## src/rtl/art_pkg.sv

```systemverilog
// Package: shared sizes, file-select encoding and the pairing ranges that
// decide which address registers trigger loads and which trigger stores.
// Assumes the load and store ranges do not overlap and exclude register 0.
package art_pkg;
    localparam int ADDR_W      = 18;
    localparam int DATA_W      = 60;
    localparam int NUM_REGS    = 8;
    localparam int LOAD_FIRST  = 1;
    localparam int LOAD_LAST   = 5;
    localparam int STORE_FIRST = 6;
    localparam int STORE_LAST  = 7;

    typedef enum logic [1:0] {
        FILE_A    = 2'd0,
        FILE_B    = 2'd1,
        FILE_X    = 2'd2,
        FILE_NONE = 2'd3
    } file_sel_e;
endpackage

```

## src/rtl/art_reg_bank.sv

```systemverilog
// Register bank: N entries of W bits, one port write plus one fill write
// (fill wins on the same entry). HARD_ZERO0 makes entry 0 a constant zero.
// Assumes the owner resolves stalls; every enable presented here is applied.
module art_reg_bank #(
    parameter int W          = 18,
    parameter int N          = 8,
    parameter bit HARD_ZERO0 = 1'b0,
    localparam int IW        = $clog2(N)
) (
    input  logic                clk,
    input  logic                rst_n,
    input  logic                wr_en,
    input  logic [IW-1:0]       wr_idx,
    input  logic [W-1:0]        wr_data,
    input  logic                fill_en,
    input  logic [IW-1:0]       fill_idx,
    input  logic [W-1:0]        fill_data,
    output logic [N-1:0][W-1:0] regs_o
);
    for (genvar i = 0; i < N; i++) begin : g_entry
        if (i == 0 && HARD_ZERO0) begin : g_zero
            assign regs_o[i] = '0;
        end else begin : g_store
            logic [W-1:0] val_q;
            // Entry update: reset, memory fill, or port write.
            always_ff @(posedge clk) begin
                if (!rst_n)
                    val_q <= '0;
                else if (fill_en && fill_idx == IW'(i))
                    val_q <= fill_data;
                else if (wr_en && wr_idx == IW'(i))
                    val_q <= wr_data;
            end
            assign regs_o[i] = val_q;
        end
    end

    if (HARD_ZERO0) begin : g_zchk
        // Entry 0 never leaves zero once reset has run.
        assert_b0_zero_R8: assert property (@(posedge clk) disable iff (!rst_n)
            regs_o[0] == '0);
    end
endmodule

```

## src/rtl/art_mem_seq.sv

```systemverilog
// Memory sequencer: holds the single outstanding request and the busy
// scoreboard. A start creates a request on the next edge. The acknowledge
// retires it and, for loads, asks the operand bank to fill the destination.
// Assumes start is never raised while pending is high.
module art_mem_seq #(
    parameter int AW   = 18,
    parameter int DW   = 60,
    parameter int NREG = 8,
    localparam int IW  = $clog2(NREG)
) (
    input  logic            clk,
    input  logic            rst_n,
    input  logic            start_load,
    input  logic            start_store,
    input  logic [IW-1:0]   start_idx,
    input  logic [AW-1:0]   start_addr,
    input  logic [DW-1:0]   store_data,
    input  logic            mem_ack,
    output logic            mem_req,
    output logic            mem_we,
    output logic [AW-1:0]   mem_addr,
    output logic [DW-1:0]   mem_wdata,
    output logic            pending,
    output logic [NREG-1:0] busy_mask,
    output logic            fill_en,
    output logic [IW-1:0]   fill_idx
);
    logic          req_q, we_q;
    logic [AW-1:0] addr_q;
    logic [DW-1:0] wdata_q;
    logic [IW-1:0] idx_q;
    logic [NREG-1:0] busy_q;
    logic          retire;

    assign retire = req_q && mem_ack;

    // Request register: open on start, close on acknowledge.
    always_ff @(posedge clk) begin
        if (!rst_n) begin
            req_q   <= 1'b0;
            we_q    <= 1'b0;
            addr_q  <= '0;
            wdata_q <= '0;
            idx_q   <= '0;
        end else if (retire) begin
            req_q <= 1'b0;
        end else if (start_load || start_store) begin
            req_q   <= 1'b1;
            we_q    <= start_store;
            addr_q  <= start_addr;
            wdata_q <= start_store ? store_data : '0;
            idx_q   <= start_idx;
        end
    end

    // Scoreboard: mark the load destination, clear it on retirement.
    always_ff @(posedge clk) begin
        if (!rst_n)
            busy_q <= '0;
        else if (retire)
            busy_q <= '0;
        else if (start_load)
            busy_q <= NREG'(1) << start_idx;
    end

    assign mem_req   = req_q;
    assign mem_we    = we_q;
    assign mem_addr  = addr_q;
    assign mem_wdata = wdata_q;
    assign pending   = req_q;
    assign busy_mask = busy_q;
    assign fill_en   = retire && !we_q;
    assign fill_idx  = idx_q;

    // A waiting request keeps its fields.
    assert_req_stable_R3: assert property (@(posedge clk) disable iff (!rst_n)
        (mem_req && !mem_ack) |=> (mem_req && $stable(mem_addr) && $stable(mem_we)
                                   && $stable(mem_wdata)));
    // At most one operand register is marked busy.
    assert_busy_onehot_R4: assert property (@(posedge clk) disable iff (!rst_n)
        $onehot0(busy_mask));
    // A busy bit exists only while a load request is open.
    assert_busy_load_R4: assert property (@(posedge clk) disable iff (!rst_n)
        (busy_mask != '0) |-> (mem_req && !mem_we));
    // Store data is taken once and held while the request is open.
    assert_store_hold_R6: assert property (@(posedge clk) disable iff (!rst_n)
        (mem_req && mem_we && !mem_ack) |=> $stable(mem_wdata));
endmodule

```

## src/rtl/addr_trig_regfile.sv

```systemverilog
// Top: address, index and operand register files with implicit memory
// traffic. An accepted write to an address register in the load range
// starts a read into the paired operand register. One in the store range
// starts a write of the paired operand register. Triggering writes stall
// while a request is open, and operand writes stall on a busy destination.
// Assumes the memory acknowledges each request exactly once.
module addr_trig_regfile
    import art_pkg::*;
#(
    parameter int AW   = ADDR_W,
    parameter int DW   = DATA_W,
    parameter int NREG = NUM_REGS,
    localparam int IW  = $clog2(NREG)
) (
    input  logic            clk,
    input  logic            rst_n,
    input  logic            wr_en,
    input  logic [1:0]      wr_file,
    input  logic [IW-1:0]   wr_idx,
    input  logic [DW-1:0]   wr_data,
    output logic            wr_ready,
    input  logic [1:0]      rd_file,
    input  logic [IW-1:0]   rd_idx,
    output logic [DW-1:0]   rd_data,
    output logic            rd_valid,
    output logic            mem_req,
    output logic            mem_we,
    output logic [AW-1:0]   mem_addr,
    output logic [DW-1:0]   mem_wdata,
    input  logic            mem_ack,
    input  logic [DW-1:0]   mem_rdata,
    output logic [NREG-1:0] busy_mask
);
    file_sel_e wsel, rsel;
    logic      is_load_idx, is_store_idx, trig, stall, accept;
    logic      pending, fill_en;
    logic [IW-1:0] fill_idx;
    logic [NREG-1:0][AW-1:0] a_regs, b_regs;
    logic [NREG-1:0][DW-1:0] x_regs;

    assign wsel = file_sel_e'(wr_file);
    assign rsel = file_sel_e'(rd_file);

    // Decode which address register numbers trigger memory traffic.
    always_comb begin
        is_load_idx  = (int'(wr_idx) >= LOAD_FIRST)  && (int'(wr_idx) <= LOAD_LAST);
        is_store_idx = (int'(wr_idx) >= STORE_FIRST) && (int'(wr_idx) <= STORE_LAST);
        trig         = (wsel == FILE_A) && (is_load_idx || is_store_idx);
    end

    // Stall rules: one open request; no overwrite of a pending load target.
    always_comb begin
        stall = (trig && pending) ||
                ((wsel == FILE_X) && busy_mask[wr_idx]);
    end

    assign wr_ready = !stall;
    assign accept   = wr_en && !stall;

    art_reg_bank #(.W(AW), .N(NREG), .HARD_ZERO0(1'b0)) u_abank (
        .clk(clk), .rst_n(rst_n),
        .wr_en(accept && wsel == FILE_A), .wr_idx(wr_idx), .wr_data(wr_data[AW-1:0]),
        .fill_en(1'b0), .fill_idx('0), .fill_data('0),
        .regs_o(a_regs)
    );

    art_reg_bank #(.W(AW), .N(NREG), .HARD_ZERO0(1'b1)) u_bbank (
        .clk(clk), .rst_n(rst_n),
        .wr_en(accept && wsel == FILE_B), .wr_idx(wr_idx), .wr_data(wr_data[AW-1:0]),
        .fill_en(1'b0), .fill_idx('0), .fill_data('0),
        .regs_o(b_regs)
    );

    art_reg_bank #(.W(DW), .N(NREG), .HARD_ZERO0(1'b0)) u_xbank (
        .clk(clk), .rst_n(rst_n),
        .wr_en(accept && wsel == FILE_X), .wr_idx(wr_idx), .wr_data(wr_data),
        .fill_en(fill_en), .fill_idx(fill_idx), .fill_data(mem_rdata),
        .regs_o(x_regs)
    );

    art_mem_seq #(.AW(AW), .DW(DW), .NREG(NREG)) u_seq (
        .clk(clk), .rst_n(rst_n),
        .start_load(accept && trig && is_load_idx),
        .start_store(accept && trig && is_store_idx),
        .start_idx(wr_idx), .start_addr(wr_data[AW-1:0]),
        .store_data(x_regs[wr_idx]),
        .mem_ack(mem_ack),
        .mem_req(mem_req), .mem_we(mem_we), .mem_addr(mem_addr),
        .mem_wdata(mem_wdata), .pending(pending), .busy_mask(busy_mask),
        .fill_en(fill_en), .fill_idx(fill_idx)
    );

    // Read mux: zero-extend the narrow files, hide the unused code.
    always_comb begin
        case (rsel)
            FILE_A:  rd_data = DW'(a_regs[rd_idx]);
            FILE_B:  rd_data = DW'(b_regs[rd_idx]);
            FILE_X:  rd_data = x_regs[rd_idx];
            default: rd_data = '0;
        endcase
        rd_valid = !((rsel == FILE_X) && busy_mask[rd_idx]);
    end

    // Scratch address register never opens a request.
    assert_a0_quiet_R2: assert property (@(posedge clk) disable iff (!rst_n)
        (wr_en && wsel == FILE_A && wr_idx == '0 && !mem_req) |=> !mem_req);
    // No second trigger is taken while a request is open.
    assert_one_outstanding_R7: assert property (@(posedge clk) disable iff (!rst_n)
        (mem_req && wr_en && trig) |-> !wr_ready);
    // Accepted load trigger shows up as a read request next cycle.
    assert_load_issue_R3: assert property (@(posedge clk) disable iff (!rst_n)
        (wr_en && wr_ready && trig && is_load_idx) |=> (mem_req && !mem_we));
    // Busy operand register cannot be overwritten by the port.
    assert_busy_block_R10: assert property (@(posedge clk) disable iff (!rst_n)
        (wr_en && wsel == FILE_X && busy_mask[wr_idx]) |-> !wr_ready);
endmodule

```

## config.mk

```make
export PLATFORM = sky130hd
export DESIGN_NAME = addr_trig_regfile
export DESIGN_NICKNAME = d
export VERILOG_FILES = /design/src/rtl/art_pkg.sv /design/src/rtl/art_reg_bank.sv /design/src/rtl/art_mem_seq.sv /design/src/rtl/addr_trig_regfile.sv
export SDC_FILE = /design/constraint.sdc
export NUM_CORES = 2
export LEC_CHECK = 0
export ABC_AREA = 0
export BUFFER_PORTS_ARGS = -buffer_cell sky130_fd_sc_hd__clkbuf_2
export CAP_MARGIN = 5
export CELL_PAD_IN_SITES_DETAIL_PLACEMENT = 1
export CELL_PAD_IN_SITES_GLOBAL_PLACEMENT = 1
export CORE_MARGIN = 3
export CORE_UTILIZATION = 40
export CTS_CLUSTER_SIZE = 12
export DETAILED_ROUTE_END_ITERATION = 10
export GPL_ROUTABILITY_DRIVEN = 0
export PLACE_DENSITY = 0.75
export SLEW_MARGIN = 10
export SYNTH_ARGS = -nofsm -noshare
export SYNTH_HDL_FRONTEND = slang
export SYNTH_SLANG_ARGS = --single-unit
```

## constraint.sdc

```tcl
create_clock -name clk -period 9.8 [get_ports clk]
set_clock_uncertainty 0.1 [all_clocks]
set_input_delay 2.45 -clock clk [delete_from_list [all_inputs] [get_ports clk]]
set_output_delay 2.45 -clock clk [all_outputs]
set_load 0.01 [all_outputs]
```

==> metrics.yaml <==
slew_violations: 0
worst_setup_path_start_kind: "input port"
n_fill_cell: 11200
dr.pass1.iters: 5
first_global_vias: 35700
antenna_found_initial: 23
p_leak_nw: 18.3
slowest_delay_ns: 0.68
grt_use_met2_pct: 47.1
hold_path_startpoint: "u_bbank.g_entry[5].g_store.val_q[16]"
async_reset_ff_share_pct: 0
finalHoldViolations: 0
vdd_ir_drop_max_mv: 0.130
hp-class: "reg2reg"
start_util_pct: 40.5
crit_arrival_ns: 5.09
placed_cell_area_um2: 41900
fin_util_pct: 45.6
clockRootBuffer: "clkbuf_16"
synthTopCellsByCount: "841 x dfxtp_1, 547 x mux2i_1, 523 x nand2_1"
synth_cell_type_count: 45
synth_top_area_share_pct: 42.1
netlist_area_um2: 40000
min_path_cells: 2
top_usage_layer: "met2"
p_int_mw: 5.67
instances_no_fill: 5625
drv_cap: 0
period_minus_slack_ns: 7.64
core_um2: 98700
use_met1_pct: 38.0
cp_cell_sequence: "clkbuf_8, buf_4, mux4_2, a22oi_1, nand3_1, clkbuf_2"
netSwitchingFraction_pct: 25.1
clk_pin_slew_ns: 0.06
overflow: 0
synth_fp_nets: 4429
hpwl_um: 90500
crit_type: "in2out"
grt_pass1_wl_um: 232000
timing.rr.start: "u_seq.mem_req"
portBuffers: 283
hold-path-endpoint: "u_bbank.g_entry[5].g_store.val_q[16]"
drc: 0
rsz0062_at_grt: "no"
track_usage_pct: 29.1
outcome: "complete, no violations"
clock_latency_ns: 0.68
ys_warn_count: 0
fp-row-count: 115
die-area_um2: 104000
tightest_slew_ns: 1.21
cts_inserted_buffers: 92
p_per_area_nw_per_um2: 168
postRouteAntennaNets: 0
synth_area_leaders: "dfxtp_1 42%, mux2i_1 14%, mux4_2 10%"
detail_route.wl_per_cell_um: 27.5
grt_max_degree: 213
power_frac_clock_pct: 46.8
slew_headroom_pct: 19.6
place_ws_ns: 2.33
p_switching_mw: 1.90
ctsResizeCount: 0
period_share_pct: 78.0
fin_ws_ns: 2.16
avgViaCountPerCell: 6.22
cts_buffer_depth: 3
tritoncts: "built"
reg2reg_setup_slack_ns: 6.10
final_area_um2: 45000
cp-end-kind: "output pin"
synth.most_common_cell: "dfxtp_1"
htree_num_levels: 3
drt_iter0_drc: 3062
synth_edf_count: 0
rr_endpoint: "u_xbank.g_entry[0].g_store.val_q[40]"
setup_violations: 0
io_pins: 284
fmax_mhz: 131
ys_ff_latch: 841
post-cts-setup-buffer-count: 0
ctsHoldBuffers: 0
totalWireLength_um: 155000
fin_tns_setup_ns: 0
area_growth_syn_to_layout_pct: 12.5
use_met3_pct: 5.88
synth_cells: 4295
crit_fanout: 55
r2r.worst_path.cells: 6
required_ns: 7.25
drive_gt1_share_pct: 16.6
vias: 35000
synth_top_area_cell: "dfxtp_1"
dp.cells: 5445
ys_seq_area_share_pct: 42.1
avgSynthCellArea_um2: 9.31
p_comb_share_pct: 7.2
nets: 4386
die_y_um: 322
cts_num_sinks: 841
cpMaxStageDelayCell: "buf_4"
synthFlopType: "dfxtp_1"
fp.dieW_um: 322
p_seq_share_pct: 46.0
## per-layer routing
metal | share of wire, % | up-vias
li1 | - | 15500
met1 | 42 | 17800
met2 | 47 | 1337
met3 | 7.2 | 352
met4 | 3.9 | 18
met5 | 0.080 | -
## sequential cells by signal (all words and copies together), names as in the netlist
signal / cells
u_seq.busy_mask: 8
u_bbank.g_entry.g_store.val_q: 126
u_seq.fill_idx: 3
u_seq.mem_addr: 18
u_seq.mem_req: 1
u_abank.g_entry.g_store.val_q: 144
u_seq.mem_wdata: 60
u_seq.mem_we: 1
u_xbank.g_entry.g_store.val_q: 480
## worst max-delay path by stage
stage	end	cells after the start	from
CTS	rd_data[16]	6	rd_idx[0]
global placement	rd_data[16]	6	rd_idx[0]
finish	rd_data[11]	6	rd_idx[1]
floorplan	rd_data[10]	6	rd_idx[0]
global route	rd_data[11]	6	rd_idx[0]
detailed placement	rd_data[16]	6	rd_idx[0]
## through the flow
step	power, mW	hold WS, ns
floorplan	3.87	0.333
detailed placement	4.09	0.345
global placement	4.08	0.339
CTS	7.61	0.355
global route	7.81	0.370
finish	7.57	0.355
## critical path, delay by kind of cell
kind / cells / cell delay [ns]
simple gates: 1 / 0.25
compound gates: 1 / 0.53
mux: 1 / 0.45
buf+inv: 3 / 1.27
## layout by cell type, fill, tap and decap left out, drive strengths merged, types with 2 or more instances in the layout
cell / netlist / final
a211oi: 180 / 180
a21o: 2 / 2
a21oi: 428 / 428
a221o: 77 / 77
a22oi: 36 / 36
a311oi: 60 / 60
and2: 62 / 62
and3: 4 / 4
and4b: 2 / 2
buf: 90 / 67
bufinv: 0 / 2
clkbuf: 392 / 426
clkinv: 0 / 12
dfxtp: 841 / 841
diode: 0 / 15
inv: 2 / 4
mux2: 19 / 19
mux2i: 547 / 547
mux4: 178 / 178
nand2: 523 / 523
nand2b: 18 / 18
nand3: 104 / 104
nand4: 5 / 5
nand4b: 2 / 2
nor2: 418 / 418
nor2b: 10 / 10
nor3: 5 / 5
nor3b: 2 / 2
nor4b: 3 / 3
nor4bb: 2 / 2
o211ai: 3 / 3
o21ai: 205 / 205
o2bb2ai: 61 / 61
or3: 3 / 3
or4: 3 / 3
## layout make-up
cell class                      count  area, µm²  area share, %
Sequential cell                   841      16800           37.4
Clock inverter                     17        168          0.373
Tap cell                         1287       1610           3.58
Timing Repair Buffer              345       1960           4.35
Clock buffer                      148       2880           6.40
Inverter                            2       15.0         0.0334
Antenna cell                       15       37.5         0.0835
Multi-Input combinational cell   2970      21500           47.8
## power by group through the flow
stage          combinational [mW]  sequential [mW]  clock [mW]
3_5_place_dp                0.539             3.56           0
5_1_grt                     0.580             3.48        3.74
3_3_place_gp                0.530             3.55           0
4_1_cts                     0.542             3.48        3.59
6_report                    0.548             3.48        3.54
2_1_floorplan               0.327             3.55           0
## cells by family after synthesis
kind of cell           after synthesis  synth area share, %
and+or+nand+nor                   1171                 12.2
buffers and inverters              484                 4.72
muxes                              744                 24.2
DFF                                841                 42.1
AOI/OAI and AO/OA                 1055                 16.7
No activity file was read; power rests on OpenSTA's default activity.
